<file path="config.mk">
export PLATFORM = sky130hd
export DESIGN_NAME = pcfg_loader
export DESIGN_NICKNAME = d
export VERILOG_FILES = /design/src/rtl/pcfg_pkg.sv /design/src/rtl/pcfg_timer.sv /design/src/rtl/pcfg_seq.sv /design/src/rtl/pcfg_loader.sv
export SDC_FILE = /design/constraint.sdc
export NUM_CORES = 1
export LEC_CHECK = 0
export BUFFER_PORTS_ARGS = -buffer_cell sky130_fd_sc_hd__buf_2
export CAP_MARGIN = 30
export CORE_ASPECT_RATIO = 1.1
export CORE_MARGIN = 10
export CORE_UTILIZATION = 35
export DETAILED_ROUTE_END_ITERATION = 8
export GPL_TIMING_DRIVEN = 0
export PLACE_DENSITY = 0.52
export SYNTH_ARGS = -nofsm -noshare
export SYNTH_HDL_FRONTEND = slang
export SYNTH_SLANG_ARGS = --single-unit
</file>
<file path="constraint.sdc">
create_clock -name clk -period 6.9 [get_ports clk]
set_clock_uncertainty 0.2 [all_clocks]
set_input_delay 0.345 -clock clk [delete_from_list [all_inputs] [get_ports clk]]
set_output_delay 0.345 -clock clk [all_outputs]
set_load 0.03 [all_outputs]
</file>
<file path="src/rtl/pcfg_pkg.sv">
package pcfg_pkg;

  typedef enum logic [3:0] {
    ST_IDLE,
    ST_PROG,
    ST_INITW,
    ST_SETTLE,
    ST_FETCH,
    ST_CLO,
    ST_CHI,
    ST_BUSYW,
    ST_RELSEL,
    ST_DONEW
  } seq_st_e;

  typedef enum logic [2:0] {
    ERR_NONE         = 3'd0,
    ERR_NO_INIT_LOW  = 3'd1,
    ERR_INIT_HIGH_TO = 3'd2,
    ERR_BITSTREAM    = 3'd3,
    ERR_BUSY_TO      = 3'd4,
    ERR_DONE_TO      = 3'd5
  } err_code_e;

  typedef struct packed {
    logic prog_n;
    logic cclk;
    logic sel_n;
    logic wr_n;
  } pin_s;

  // Milliseconds to system clock cycles, at least one cycle.
  function automatic int unsigned ms_to_cyc(input int unsigned khz, input int unsigned ms);
    longint unsigned p;
    p = 64'(khz) * 64'(ms);
    if (p == 64'd0) p = 64'd1;
    return p[31:0];
  endfunction

  // Nanoseconds to system clock cycles, rounded up, at least one cycle.
  function automatic int unsigned ns_to_cyc(input int unsigned khz, input int unsigned ns);
    longint unsigned p;
    p = (64'(ns) * 64'(khz) + 64'd999_999) / 64'd1_000_000;
    if (p == 64'd0) p = 64'd1;
    return p[31:0];
  endfunction

  // Pin levels each sequencer state presents to the target.
  function automatic pin_s pins_for(input seq_st_e s);
    pin_s p;
    p.prog_n = (s != ST_PROG);
    p.cclk   = (s != ST_CLO);
    p.sel_n  = !(s == ST_SETTLE || s == ST_FETCH || s == ST_CLO ||
                 s == ST_CHI || s == ST_BUSYW);
    p.wr_n   = !(s == ST_SETTLE || s == ST_FETCH || s == ST_CLO ||
                 s == ST_CHI || s == ST_BUSYW || s == ST_RELSEL);
    return p;
  endfunction

endpackage

</file>
<file path="src/rtl/pcfg_timer.sv">
module pcfg_timer #(
  parameter int unsigned CNT_W = 32
) (
  input  logic             clk,
  input  logic             rst_n,
  input  logic             restart,
  output logic [CNT_W-1:0] elapsed
);

  always_ff @(posedge clk or negedge rst_n) begin
    if (!rst_n)                  elapsed <= '0;
    else if (restart)            elapsed <= '0;
    else if (elapsed != '1)      elapsed <= elapsed + 1'b1;
  end

  // every phase limit counts from zero on phase entry
  a_r2_timer_zero: assert property (@(posedge clk) disable iff (!rst_n)
    restart |=> (elapsed == '0));

endmodule

</file>
<file path="src/rtl/pcfg_seq.sv">
module pcfg_seq
  import pcfg_pkg::*;
#(
  parameter int unsigned DATA_W      = 8,
  parameter int unsigned CNT_W       = 32,
  parameter int unsigned OFS_W       = 24,
  parameter int unsigned PROG_C      = 30,
  parameter int unsigned INIT_C      = 50_000_000,
  parameter int unsigned SETTLE_C    = 1_000_000,
  parameter int unsigned CLO_C       = 2,
  parameter int unsigned CHI_C       = 2,
  parameter int unsigned BUSY_C      = 500_000,
  parameter int unsigned DONE_C      = 20_000_000,
  parameter bit          CHECK_BUSY  = 1'b1
) (
  input  logic              clk,
  input  logic              rst_n,
  input  logic              start,
  input  logic              s_valid,
  input  logic [DATA_W-1:0] s_data,
  input  logic              s_last,
  output logic              s_ready,
  output logic              tgt_prog_n,
  output logic              tgt_cclk,
  output logic              tgt_sel_n,
  output logic              tgt_wr_n,
  output logic [DATA_W-1:0] tgt_d,
  input  logic              tgt_init_n,
  input  logic              tgt_done,
  input  logic              tgt_busy,
  input  logic [CNT_W-1:0]  elapsed,
  output logic              phase_change,
  output logic              active,
  output logic              cfg_ok,
  output logic              cfg_err,
  output logic [2:0]        err_code,
  output logic [OFS_W-1:0]  err_offset
);

  localparam logic [CNT_W-1:0] L_PROG   = CNT_W'(PROG_C - 1);
  localparam logic [CNT_W-1:0] L_INIT   = CNT_W'(INIT_C - 1);
  localparam logic [CNT_W-1:0] L_SETTLE = CNT_W'(SETTLE_C - 1);
  localparam logic [CNT_W-1:0] L_CLO    = CNT_W'(CLO_C - 1);
  localparam logic [CNT_W-1:0] L_CHI    = CNT_W'(CHI_C - 1);
  localparam logic [CNT_W-1:0] L_BUSY   = CNT_W'(BUSY_C - 1);
  localparam logic [CNT_W-1:0] L_DONE   = CNT_W'(DONE_C - 1);

  seq_st_e          st, st_d;
  err_code_e        fail_code, code_q;
  pin_s             pins_q;
  logic             fail, finish_ok, accept, busy_stall, last_q;
  logic             byte_due, early_done, bit_error;
  logic [OFS_W-1:0] byte_cnt;

  // Named phase events, used by the next-state logic and the checks
  logic t_prog_min, t_init, t_settle, t_clo, t_chi, t_busy, t_done;
  assign t_prog_min = (elapsed >= L_PROG);
  assign t_init     = (elapsed >= L_INIT);
  assign t_settle   = (elapsed >= L_SETTLE);
  assign t_clo      = (elapsed >= L_CLO);
  assign t_chi      = (elapsed >= L_CHI);
  assign t_busy     = (elapsed >= L_BUSY);
  assign t_done     = (elapsed >= L_DONE);

  generate
    if (CHECK_BUSY) begin : g_busy
      assign busy_stall = tgt_busy;
    end else begin : g_nobusy
      assign busy_stall = 1'b0;
    end
  endgenerate

  assign byte_due   = (st == ST_FETCH);
  assign early_done = byte_due && tgt_done;
  assign bit_error  = byte_due && !tgt_done && !tgt_init_n;
  assign s_ready    = byte_due && !tgt_done && tgt_init_n;
  assign accept     = s_ready && s_valid;

  always_comb begin
    st_d      = st;
    fail      = 1'b0;
    fail_code = ERR_NONE;
    finish_ok = 1'b0;
    unique case (st)
      ST_IDLE:   if (start) st_d = ST_PROG;
      ST_PROG: begin
        if (!tgt_init_n && t_prog_min) st_d = ST_INITW;
        else if (t_init) begin fail = 1'b1; fail_code = ERR_NO_INIT_LOW; end
      end
      ST_INITW: begin
        if (tgt_init_n) st_d = ST_SETTLE;
        else if (t_init) begin fail = 1'b1; fail_code = ERR_INIT_HIGH_TO; end
      end
      ST_SETTLE: if (t_settle) st_d = ST_FETCH;
      ST_FETCH: begin
        if (early_done)     st_d = ST_RELSEL;
        else if (bit_error) begin fail = 1'b1; fail_code = ERR_BITSTREAM; end
        else if (s_valid)   st_d = ST_CLO;
      end
      ST_CLO:    if (t_clo) st_d = ST_CHI;
      ST_CHI:    if (t_chi) st_d = ST_BUSYW;
      ST_BUSYW: begin
        if (!busy_stall) st_d = last_q ? ST_RELSEL : ST_FETCH;
        else if (t_busy) begin fail = 1'b1; fail_code = ERR_BUSY_TO; end
      end
      ST_RELSEL: st_d = ST_DONEW;
      ST_DONEW: begin
        if (tgt_done && tgt_init_n) begin finish_ok = 1'b1; st_d = ST_IDLE; end
        else if (t_done) begin fail = 1'b1; fail_code = ERR_DONE_TO; end
      end
      default:   st_d = ST_IDLE;
    endcase
    if (fail) st_d = ST_IDLE;
  end

  assign phase_change = (st_d != st);

  always_ff @(posedge clk or negedge rst_n) begin
    if (!rst_n) begin
      st         <= ST_IDLE;
      pins_q     <= '{prog_n: 1'b1, cclk: 1'b1, sel_n: 1'b1, wr_n: 1'b1};
      tgt_d      <= '0;
      last_q     <= 1'b0;
      byte_cnt   <= '0;
      cfg_ok     <= 1'b0;
      cfg_err    <= 1'b0;
      code_q     <= ERR_NONE;
      err_offset <= '0;
    end else begin
      st     <= st_d;
      pins_q <= pins_for(st_d);
      if (st == ST_IDLE && start) begin
        cfg_ok     <= 1'b0;
        cfg_err    <= 1'b0;
        code_q     <= ERR_NONE;
        err_offset <= '0;
        byte_cnt   <= '0;
        last_q     <= 1'b0;
      end
      if (accept) begin
        tgt_d    <= s_data;
        last_q   <= s_last;
        byte_cnt <= byte_cnt + 1'b1;
      end
      if (fail) begin
        cfg_err    <= 1'b1;
        code_q     <= fail_code;
        err_offset <= byte_cnt;
      end
      if (finish_ok) cfg_ok <= 1'b1;
    end
  end

  assign tgt_prog_n = pins_q.prog_n;
  assign tgt_cclk   = pins_q.cclk;
  assign tgt_sel_n  = pins_q.sel_n;
  assign tgt_wr_n   = pins_q.wr_n;
  assign active     = (st != ST_IDLE);
  assign err_code   = code_q;

  // idle means every target strobe released and no stream demand
  a_r1_idle_pins: assert property (@(posedge clk) disable iff (!rst_n)
    !active |-> (tgt_prog_n && tgt_sel_n && tgt_wr_n && tgt_cclk && !s_ready));

  // a byte is only taken with the port selected, writing, clock high
  a_r5_ready_port: assert property (@(posedge clk) disable iff (!rst_n)
    s_ready |-> (!tgt_sel_n && !tgt_wr_n && tgt_cclk && tgt_prog_n));

  // data holds through the low clock phase and across the rise
  a_r5_data_hold: assert property (@(posedge clk) disable iff (!rst_n)
    !$past(tgt_cclk) |-> $stable(tgt_d));

  // on a normal release, chip select is already high when the strobe rises
  a_r9_sel_first: assert property (@(posedge clk) disable iff (!rst_n)
    ($rose(tgt_wr_n) && !cfg_err) |-> $past(tgt_sel_n));

  // a failure always carries a cause and success never does
  a_r11_err_code: assert property (@(posedge clk) disable iff (!rst_n)
    cfg_err |-> (err_code != 3'd0 && !cfg_ok));
  a_r10_ok_clean: assert property (@(posedge clk) disable iff (!rst_n)
    cfg_ok |-> (err_code == 3'd0));

  // no byte enters while the target reports busy after a clock rise
  a_r8_busy_hold: assert property (@(posedge clk) disable iff (!rst_n)
    (st == ST_BUSYW && busy_stall) |=> (st != ST_CLO));

endmodule

</file>
<file path="src/rtl/pcfg_loader.sv">
module pcfg_loader
  import pcfg_pkg::*;
#(
  parameter int unsigned DATA_W      = 8,
  parameter int unsigned CNT_W       = 32,
  parameter int unsigned OFS_W       = 24,
  parameter int unsigned CLK_KHZ     = 100_000,
  parameter int unsigned PROG_NS     = 300,
  parameter int unsigned INIT_MS     = 500,
  parameter int unsigned SETTLE_MS   = 10,
  parameter int unsigned BUSY_MS     = 5,
  parameter int unsigned DONE_MS     = 200,
  parameter int unsigned CCLK_LO_CYC = 2,
  parameter int unsigned CCLK_HI_CYC = 2,
  parameter bit          CHECK_BUSY  = 1'b1
) (
  input  logic              clk,
  input  logic              rst_n,
  input  logic              start,
  input  logic              s_valid,
  input  logic [DATA_W-1:0] s_data,
  input  logic              s_last,
  output logic              s_ready,
  output logic              tgt_prog_n,
  output logic              tgt_cclk,
  output logic              tgt_sel_n,
  output logic              tgt_wr_n,
  output logic [DATA_W-1:0] tgt_d,
  input  logic              tgt_init_n,
  input  logic              tgt_done,
  input  logic              tgt_busy,
  output logic              active,
  output logic              cfg_ok,
  output logic              cfg_err,
  output logic [2:0]        err_code,
  output logic [OFS_W-1:0]  err_offset
);

  localparam int unsigned PROG_C   = ns_to_cyc(CLK_KHZ, PROG_NS);
  localparam int unsigned INIT_C   = ms_to_cyc(CLK_KHZ, INIT_MS);
  localparam int unsigned SETTLE_C = ms_to_cyc(CLK_KHZ, SETTLE_MS);
  localparam int unsigned BUSY_C   = ms_to_cyc(CLK_KHZ, BUSY_MS);
  localparam int unsigned DONE_C   = ms_to_cyc(CLK_KHZ, DONE_MS);
  localparam int unsigned CLO_C    = (CCLK_LO_CYC == 0) ? 1 : CCLK_LO_CYC;
  localparam int unsigned CHI_C    = (CCLK_HI_CYC == 0) ? 1 : CCLK_HI_CYC;

  logic [CNT_W-1:0] elapsed;
  logic             phase_change;

  pcfg_timer #(.CNT_W(CNT_W)) u_timer (
    .clk     (clk),
    .rst_n   (rst_n),
    .restart (phase_change),
    .elapsed (elapsed)
  );

  pcfg_seq #(
    .DATA_W     (DATA_W),
    .CNT_W      (CNT_W),
    .OFS_W      (OFS_W),
    .PROG_C     (PROG_C),
    .INIT_C     (INIT_C),
    .SETTLE_C   (SETTLE_C),
    .CLO_C      (CLO_C),
    .CHI_C      (CHI_C),
    .BUSY_C     (BUSY_C),
    .DONE_C     (DONE_C),
    .CHECK_BUSY (CHECK_BUSY)
  ) u_seq (
    .clk          (clk),
    .rst_n        (rst_n),
    .start        (start),
    .s_valid      (s_valid),
    .s_data       (s_data),
    .s_last       (s_last),
    .s_ready      (s_ready),
    .tgt_prog_n   (tgt_prog_n),
    .tgt_cclk     (tgt_cclk),
    .tgt_sel_n    (tgt_sel_n),
    .tgt_wr_n     (tgt_wr_n),
    .tgt_d        (tgt_d),
    .tgt_init_n   (tgt_init_n),
    .tgt_done     (tgt_done),
    .tgt_busy     (tgt_busy),
    .elapsed      (elapsed),
    .phase_change (phase_change),
    .active       (active),
    .cfg_ok       (cfg_ok),
    .cfg_err      (cfg_err),
    .err_code     (err_code),
    .err_offset   (err_offset)
  );

endmodule

</file>
==> reports/metrics.yaml, run 1 <==
global_routing:
  antenna_found_initial: 0
  grt_use_met3_pct: 3.564
  grt.met2_usage_pct: 22.75
  grtUsageTotal_pct: 13.92
  grt_pass1_vias: 4900
  grt_remaining_overflow: 0
  grt_pass1_wl_microns: 25150
  top_usage_layer: "met2"
  grt_max_degree: 69
  grt_util_met1_pct: 17.55
timing:
  min_period_ps: 3362
  slew_headroom_pct: 51.88
  worst_pin_slew_ps: 721.7
  finalSetupViolCount: 0
  setup_tns_ps: 0
  fmax_ghz: 0.2974
  hold_viol: 0
  maxSlewViolCount: 0
  rsz0062_at_grt: "false"
  finalCritPeriodShare_pct: 48.72
  worst_slack_ps: 3538
layout:
  fin_area_sq_um: 6631
  final_util_pct: 41.98
  drive_gt1_share_pct: 19.57
  antenna_cells: 0
  nNetsFinal: 720
  area_growth_syn_to_layout_pct: 17.26
setup_path:
  reg2regPathDepth: 8
  startpoint_type: "flip-flop"
  crit_path_end: "u_timer.elapsed[31]$_DFFE_PN0P_"
  cp.arrival_ps: 3380
  reg2reg_from: "u_timer.elapsed[19]$_DFFE_PN0P_"
  required_ps: 6910
  setup.worst_path.start: "u_timer.elapsed[19]$_DFFE_PN0P_"
  worstReg2RegEnd: "u_timer.elapsed[31]$_DFFE_PN0P_"
  end_kind: "flip-flop"
  path_max_fanout: 10
  rrSetupSlack_ps: 3540
  crit_type: "reg2reg"
floorplan:
  fp.dieW_microns: 141.2
  initial_core_util_pct: 35.80
  dieArea_sq_um: 21650
  rows: 48
  design.core.area_sq_um: 15800
  ios: 59
  die_height_microns: 153.3
drt:
  wl_per_cell_microns: 16.56
  vias: 4900
  drc: 0
  drtIter0Drc: 237
  ant_nets: 0
  routed_wl_microns: 14990
  drtPass1Iterations: 6
  routed_via_density: 5.414
clock_tree:
  clk_latency_ps: 360
  cts-buffers-inserted: 9
  clockBufferDepth: 2
  cts_tree: "built"
  clock-sinks: 102
  root_buffer: "clkbuf_16"
  cts_setup_buffers: 0
  cts_max_level: 3
  path_clk_slew_ps: 80
synth:
  synth_cells: 620
  yosysWarnings: 0
  ys_top_cells_by_area: "dfrtp_1, nand2_1, nor4_2"
  synth_nets: 640
  synth_most_common_cell: "nand2_1"
  avgSynthCellArea_sq_um: 9.122
  synth_ff_type: "dfrtp_1"
  ys_ff_latch: 102
  synth_top_cell_by_area: "dfrtp_1"
  synth_area_sq_um: 5655
  synth_top_area_share_pct: 43.36
  synth_seq_area_share_pct: 45.22
  synth_cell_types: 63
  synth-edff-count: 0
  synthTopCellsByCount: "nand2_1, dfrtp_1, o21ai_0"
  synth-async-reset-ratio_pct: 100.0
run_status:
  status: "completed"
power:
  leakage_nw: 2.899
  power.density_nw_per_um2: 264.0
  vdd_ir_drop_max_v: 0.0001580
placed_design:
  dpl_worst_slack_ps: 3557
  dp_hpwl_microns: 10960
  port-buffer-count: 58
  dpl-instance-area_sq_um: 6231
  routabilityCongestion: 0.9039
worst_hold_path:
  min-delay-path-class: "in2reg"
run:
  cap_violations: 0
report_power, final:
group | switching [mW] | total [mW] | internal [mW]
clock | 0.248 | 0.545 | 0.297
sequential | 0.0251 | 0.659 | 0.634
combinational | 0.363 | 0.547 | 0.184
total | 0.636 | 1.75 | 1.11
state kept, by name, indices dropped and copies added (netlist names), 3 cells and up:
name and flops:
u_seq.err_code 3, u_seq.byte_cnt 24, u_seq.tgt_d 8, u_seq.err_offset 24
u_timer.elapsed 32, u_seq.st 4
routing by layer:
metal,up-vias,routed length (microns)
met5,-,0
li1,2380,-
met4,0,248
met1,2399,6773
met3,20,663
met2,101,7301
layout by cell type, fill, tap and decap left out, types with 4 or more instances in the layout:
| cell | instances |
|---|---|
| nor3_1 | 14 |
| nor2_1 | 38 |
| nand3_1 | 44 |
| nor4_2 | 28 |
| nor4_1 | 10 |
| clkbuf_16 | 9 |
| and4_1 | 5 |
| buf_2 | 69 |
| o21ai_0 | 51 |
| mux2i_1 | 4 |
| nand2_1 | 122 |
| nor2b_1 | 7 |
| dfstp_2 | 4 |
| and2_1 | 5 |
| xor2_1 | 17 |
| dlygate4sd3_1 | 9 |
| xnor2_1 | 15 |
| clkbuf_1 | 21 |
| and3_1 | 11 |
| nand4_1 | 24 |
| a21oi_1 | 12 |
| buf_6 | 4 |
| nand2b_1 | 6 |
| dfrtp_1 | 98 |
| inv_1 | 9 |
| ha_1 | 4 |
critical path, stage by stage, from the launching register on:
cell      delay, ps
dfrtp_1         340
clkbuf_1        430
and4_1          390
o21ai_0         110
o21ai_0         200
nor2b_1         220
clkbuf_1        570
clkbuf_1        620
nor4_2          130
metrics by stage:
stage          hold WS [ps]  power, mW  std cells
5_1_grt               16.04      1.837        905
3_5_place_dp          130.8      1.214        880
2_1_floorplan        -150.6      1.069        620
3_3_place_gp          255.9      1.203        878
4_1_cts               2.963      1.765        905
6_report              8.518      1.751        905
worst min path at each step:
stage,start,end,slack [ps],depth (start not counted)
after CTS,s_data[6],u_seq.tgt_d[6]$_DFFE_PN0P_,3,3
after detailed placement,rst_n,u_seq.err_offset[18]$_DFFE_PN0P_,130,1
after floorplan,rst_n,u_seq.byte_cnt[0]$_DFFE_PN0P_,-150,0
final,s_data[6],u_seq.tgt_d[6]$_DFFE_PN0P_,9,3
after global placement,u_seq.tgt_d[4]$_DFFE_PN0P_,u_seq.tgt_d[4]$_DFFE_PN0P_,260,2
after global routing,s_data[6],u_seq.tgt_d[6]$_DFFE_PN0P_,20,3
kinds of logic after synthesis:
| kind of cell | after synthesis | share of synthesized area (%) |
|---|---|---|
| buffers and inverters | 49 | 4.181 |
| muxes | 6 | 1.106 |
| AOI/OAI and AO/OA | 98 | 11.55 |
| and+or+nand+nor | 329 | 32.10 |
| xor gates and xnor gates | 32 | 4.956 |
| adders and majority gates | 4 | 0.8850 |
| DFF | 102 | 45.22 |
cell type report:
type / count / area [sq um]
buffer: 40 / 202.7
sequential: 102 / 2557
multi-input combinational: 469 / 2861
tap: 200 / 250.2
clock buffer: 11 / 242.7
timing repair buffer: 69 / 415.4
fill: 1583 / 9164
inverter: 9 / 33.78
clock inverter: 5 / 67.56
timing repair:
item / CTS / global route
gates resized for setup: 0 / 0
hold buffers: 9 / 0
endpoints found under the hold margin: 41 / 0
(Power assumes the default switching activity.)
==> run 2: changes to the inputs <==
Clock period 6.9 ns to 3.38 ns, I/O delays scaled along.
==> run 2 against run 1 <==
Compared with the run above:
- sequential power up 100%
- critical endpoint is now u_timer.elapsed[8]$_DFFE_PN0P_
- clock power rose by 100%
- core utilization increased by 0.18 points
- die area stayed put
- hold slack gained 9.4 ps
- total power increased by 100%
==> reports/metrics.yaml, run 2 (same netlist as run 1, synthesis figures left out) <==
run_status:
  status: "completed"
setup_path:
  end_kind: "flip-flop"
  crit_type: "reg2reg"
  required_ps: 3440
  startpoint_type: "flip-flop"
  path_max_fanout: 10
  cp.arrival_ps: 3190
power:
  p_comb_share_pct: 31.4
  p_seq_share_pct: 37.6
  p_clk_share_pct: 31.0
  swShare_pct: 36.32
  power.density_nw_per_um2: 537.9
  leakage_nw: 2.920
  p_int_mw: 2.281
  power_mw: 3.582
  power.switching_mw: 1.301
  vdd_ir_drop_max_v: 0.0003269
drt:
  vias: 4908
  ant_nets: 0
  wl_per_cell_microns: 16.57
  drc: 0
  routed_via_density: 5.417
  drtIter0Drc: 234
  drtPass1Iterations: 5
  routed_wl_microns: 15010
global_routing:
  grt_pass1_wl_microns: 25090
  grt_max_degree: 69
  grt_util_met1_pct: 17.57
  antenna_found_initial: 0
  grt_use_met3_pct: 3.533
  grt_remaining_overflow: 0
  grt.met2_usage_pct: 22.64
  top_usage_layer: "met2"
  grtUsageTotal_pct: 13.87
  grt_pass1_vias: 4903
layout:
  antenna_cells: 0
  largest_reg_flops: 32
  top_regs: "u_timer.elapsed: 32 flops, u_seq.byte_cnt: 24 flops, u_seq.err_offset: 24 flops"
  final_common_cell: "nand2_1"
  fill_cells: 1582
  final_util_pct: 42.17
  area_growth_syn_to_layout_pct: 17.77
  top_register: "u_timer.elapsed"
  drive_gt1_share_pct: 20.54
  mostFrequentLayoutCells: "nand2_1, dfrtp_1, buf_2"
  fin_area_sq_um: 6660
  nNetsFinal: 721
floorplan:
  design.core.area_sq_um: 15800
  rows: 48
  fp.dieW_microns: 141.2
  die_height_microns: 153.3
  ios: 59
  dieArea_sq_um: 21650
  initial_core_util_pct: 35.80
clock_tree:
  cts_max_level: 3
  cts_tree: "built"
  clockBufferDepth: 2
  root_buffer: "clkbuf_16"
  clock-sinks: 102
  path_clk_slew_ps: 70
  clk_latency_ps: 360
  cts-buffers-inserted: 9
timing:
  finalSetupViolCount: 0
  hold_viol: 0
  finalCritPeriodShare_pct: 92.57
  slew_headroom_pct: 54.12
  maxSlewViolCount: 0
  worst_pin_slew_ps: 684.4
  rsz0062_at_grt: "false"
  min_period_ps: 3129
  fmax_ghz: 0.3196
  setup_tns_ps: 0
run:
  cap_violations: 0
placed_design:
  dpl-instance-area_sq_um: 6231
  port-buffer-count: 58
  dp_hpwl_microns: 10960
  routabilityCongestion: 0.9039
worst_hold_path:
  min-delay-path-class: "in2reg"
-- run 2: power groups by stage --
stage               Combinational (mW)  Sequential, mW  Clock (mW)
detailed placement                1.11            1.37           0
finish                            1.13            1.35        1.11
CTS                               1.12            1.34        1.14
global route                      1.22            1.36        1.18
floorplan                        0.773            1.41           0
global placement                  1.09            1.37           0
-- run 2: metrics by stage --
| step | setup WS (ps) | hold WS [ps] | instances |
|---|---|---|---|
| after global routing | 41.10 | 21.35 | 906 |
| after global placement | 17.73 | 160.6 | 878 |
| after CTS | 24.61 | 6.466 | 906 |
| after floorplan | 631.6 | -326.6 | 620 |
| after detailed placement | 37.26 | -45.21 | 880 |
| final | 251.0 | 17.94 | 906 |
-- run 2: final timing paths --
kind | startpoint | endpoint | slack (ps) | cells after the start
max | u_timer.elapsed[13]$_DFFE_PN0P_ | u_timer.elapsed[8]$_DFFE_PN0P_ | 250 | 10
min | start | u_seq.byte_cnt[10]$_DFFE_PN0P_ | 20 | 3
max reg2reg | u_timer.elapsed[13]$_DFFE_PN0P_ | u_timer.elapsed[8]$_DFFE_PN0P_ | 250 | 10
min reg2reg | u_seq.tgt_d[6]$_DFFE_PN0P_ | u_seq.tgt_d[6]$_DFFE_PN0P_ | 270 | 2
max in group asynchronous | rst_n | u_seq.tgt_cclk$_DFF_PN1_ | 2150 | 3
min in group asynchronous | rst_n | u_seq.err_offset[18]$_DFFE_PN0P_ | 90 | 2
-- run 2: layout make-up --
cell class                      instances  area [sq um]  area share (%)
Multi-Input combinational cell        469          2875           43.17
Sequential cell                       102          2557           38.40
Buffer                                 40         207.7           3.119
Inverter                                9         33.78          0.5072
Tap cell                              200         250.2           3.757
Clock buffer                           11         242.7           3.645
Clock inverter                          5         67.56           1.014
Timing Repair Buffer                   70         425.4           6.387
-- run 2: per-layer routing --
layer  wire length, microns  part of all wire (%)
met1                   6819                    45
met3                    691                   4.6
met5                      0                     0
met2                   7278                    48
met4                    221                   1.5
-- run 2: repair_timing --
action                                  CTS  global route
hold buffers                             10             0
setup buffers                             0             0
endpoints found under the setup margin    0            36
endpoints found under the hold margin    43             0
gates resized for setup                   0            10
-- run 2: critical path: stages (launching register included) --
cell and delay (ps):
dfrtp_1 390, buf_6 140, nor4_4 390, and4_1 320, a31o_4 200, a21oi_2 70
o311ai_4 390, a41oi_2 80, o32a_4 400, buf_6 180, nor4_2 260
==> run 3: changes to the inputs <==
Clock period 3.38 ns to 3.6 ns, I/O delays scaled along.
==> run 3 against run 2 <==
Compared with the run above:
- die area unchanged
- largest power group unchanged
- register-to-register slack better by 60 ps
- routed wire length down 0.20%
- final area down 0.26%
- non-clock buffer count unchanged
- combinational power down 7%
- sequential power down 7%
- global-route usage unchanged
- critical path depth unchanged
- largest cell class unchanged
- highest routed layer unchanged
- via count up 0.86%
- first-iteration DRC count up 15%
==> reports/metrics.yaml, run 3 (same netlist as run 1, synthesis figures left out) <==
setup_path:
  required_ps: 3660
  crit_type: "reg2reg"
  end_kind: "flip-flop"
  startpoint_type: "flip-flop"
  cp.arrival_ps: 3350
  path_max_fanout: 10
timing:
  min_period_ps: 3291
  finalCritPeriodShare_pct: 91.43
  rsz0062_at_grt: "false"
  hold_viol: 0
  slew_headroom_pct: 53.25
  whs_ps: 21.28
  finalSetupViolCount: 0
  fmax_ghz: 0.3038
  setup_tns_ps: 0
  worst_pin_slew_ps: 701.2
  worst_slack_ps: 308.5
  maxSlewViolCount: 0
clock_tree:
  cts-buffers-inserted: 9
  path_clk_slew_ps: 70
  cts_tree: "built"
  cts_setup_buffers: 0
  clock-sinks: 102
  clk_latency_ps: 360
  clockBufferDepth: 2
  cts_max_level: 3
  root_buffer: "clkbuf_16"
layout:
  fin_area_sq_um: 6643
  final_util_pct: 42.05
  mostFrequentLayoutCells: "nand2_1, dfrtp_1, buf_2"
  final_cells: 906
  fill_cells: 1582
  nNetsFinal: 721
  drive_gt1_share_pct: 19.69
  antenna_cells: 0
  largest_reg_flops: 32
  final_common_cell: "nand2_1"
  area_growth_syn_to_layout_pct: 17.46
  top_register: "u_timer.elapsed"
  top_regs: "u_timer.elapsed: 32 flops, u_seq.byte_cnt: 24 flops, u_seq.err_offset: 24 flops"
placed_design:
  routabilityCongestion: 0.9039
  dpl-instance-area_sq_um: 6231
  port-buffer-count: 58
  dp.cells: 880
  dp_hpwl_microns: 10960
  dpl_worst_slack_ps: 257.3
floorplan:
  rows: 48
  dieArea_sq_um: 21650
  design.core.area_sq_um: 15800
  ios: 59
  fp.dieW_microns: 141.2
  die_height_microns: 153.3
  initial_core_util_pct: 35.80
power:
  p_int_mw: 2.138
  p_comb_share_pct: 31.3
  vdd_ir_drop_max_v: 0.0003077
  power.switching_mw: 1.218
  leakage_nw: 2.907
  p_seq_share_pct: 37.7
  power.density_nw_per_um2: 505.2
  swShare_pct: 36.30
  p_clk_share_pct: 31.0
  power_mw: 3.356
global_routing:
  grt_pass1_wl_microns: 25090
  grt_pass1_vias: 4903
  grt_max_degree: 69
  grtUsageTotal_pct: 13.87
  antenna_found_initial: 0
  grt_remaining_overflow: 0
drt:
  vias: 4950
  drtPass1Iterations: 4
  ant_nets: 0
  routed_via_density: 5.464
  routed_wl_microns: 14980
  drtIter0Drc: 270
  wl_per_cell_microns: 16.54
  drc: 0
run:
  cap_violations: 0
run_status:
  status: "completed"
worst_hold_path:
  min-delay-path-class: "in2reg"
## run 3: critical path, stage by stage, from the launching register on
cell and delay, ps:
dfrtp_1 440, ha_1 270, and4_1 250, a311oi_1 280
o211ai_1 130, a2bb2oi_1 440, o311ai_4 230, buf_2 250
o32a_4 260, buf_6 180, nor4_2 260
## run 3: final cells by class
type | count | area, sq um | share of cell area (%)
clock inverters | 5 | 67.56 | 1.017
multi-input cells | 469 | 2861 | 43.08
well taps | 200 | 250.2 | 3.767
inverters | 9 | 33.78 | 0.5086
clock buffers | 11 | 242.7 | 3.654
plain buffers | 40 | 203.9 | 3.070
repair buffers | 70 | 425.4 | 6.404
flip-flops and latches | 102 | 2557 | 38.50
## run 3: repair_timing
action | in CTS | in global routing
hold endpoints to repair | 43 | 0
hold buffers | 10 | 0
setup endpoints to repair | 0 | 10
gates resized for setup | 0 | 2
## run 3: path summary, 6_finish.rpt
check | cells past startpoint | end | slack [ps] | startpoint
max | 10 | u_timer.elapsed[8]$_DFFE_PN0P_ | 310 | u_timer.elapsed[0]$_DFFE_PN0P_
min | 3 | u_seq.byte_cnt[10]$_DFFE_PN0P_ | 20 | start
max reg2reg | 10 | u_timer.elapsed[8]$_DFFE_PN0P_ | 310 | u_timer.elapsed[0]$_DFFE_PN0P_
min reg2reg | 2 | u_seq.tgt_d[6]$_DFFE_PN0P_ | 270 | u_seq.tgt_d[6]$_DFFE_PN0P_
max in group asynchronous | 3 | u_seq.tgt_cclk$_DFF_PN1_ | 2360 | rst_n
min in group asynchronous | 2 | u_seq.err_offset[18]$_DFFE_PN0P_ | 100 | rst_n
## run 3: power by group through the flow
stage | Sequential, mW | Combinational, mW | Clock, mW
2_1_floorplan | 1.32 | 0.726 | 0
3_3_place_gp | 1.28 | 1.02 | 0
3_5_place_dp | 1.28 | 1.04 | 0
4_1_cts | 1.26 | 1.05 | 1.07
5_1_grt | 1.27 | 1.14 | 1.11
6_report | 1.26 | 1.05 | 1.04
## run 3: per-layer routing
metal  wire length (microns)  GRT usage [%]
met1                    6701          17.57
met2                    7327          22.64
met3                     736          3.533
met4                     215          4.035
met5                       0              0
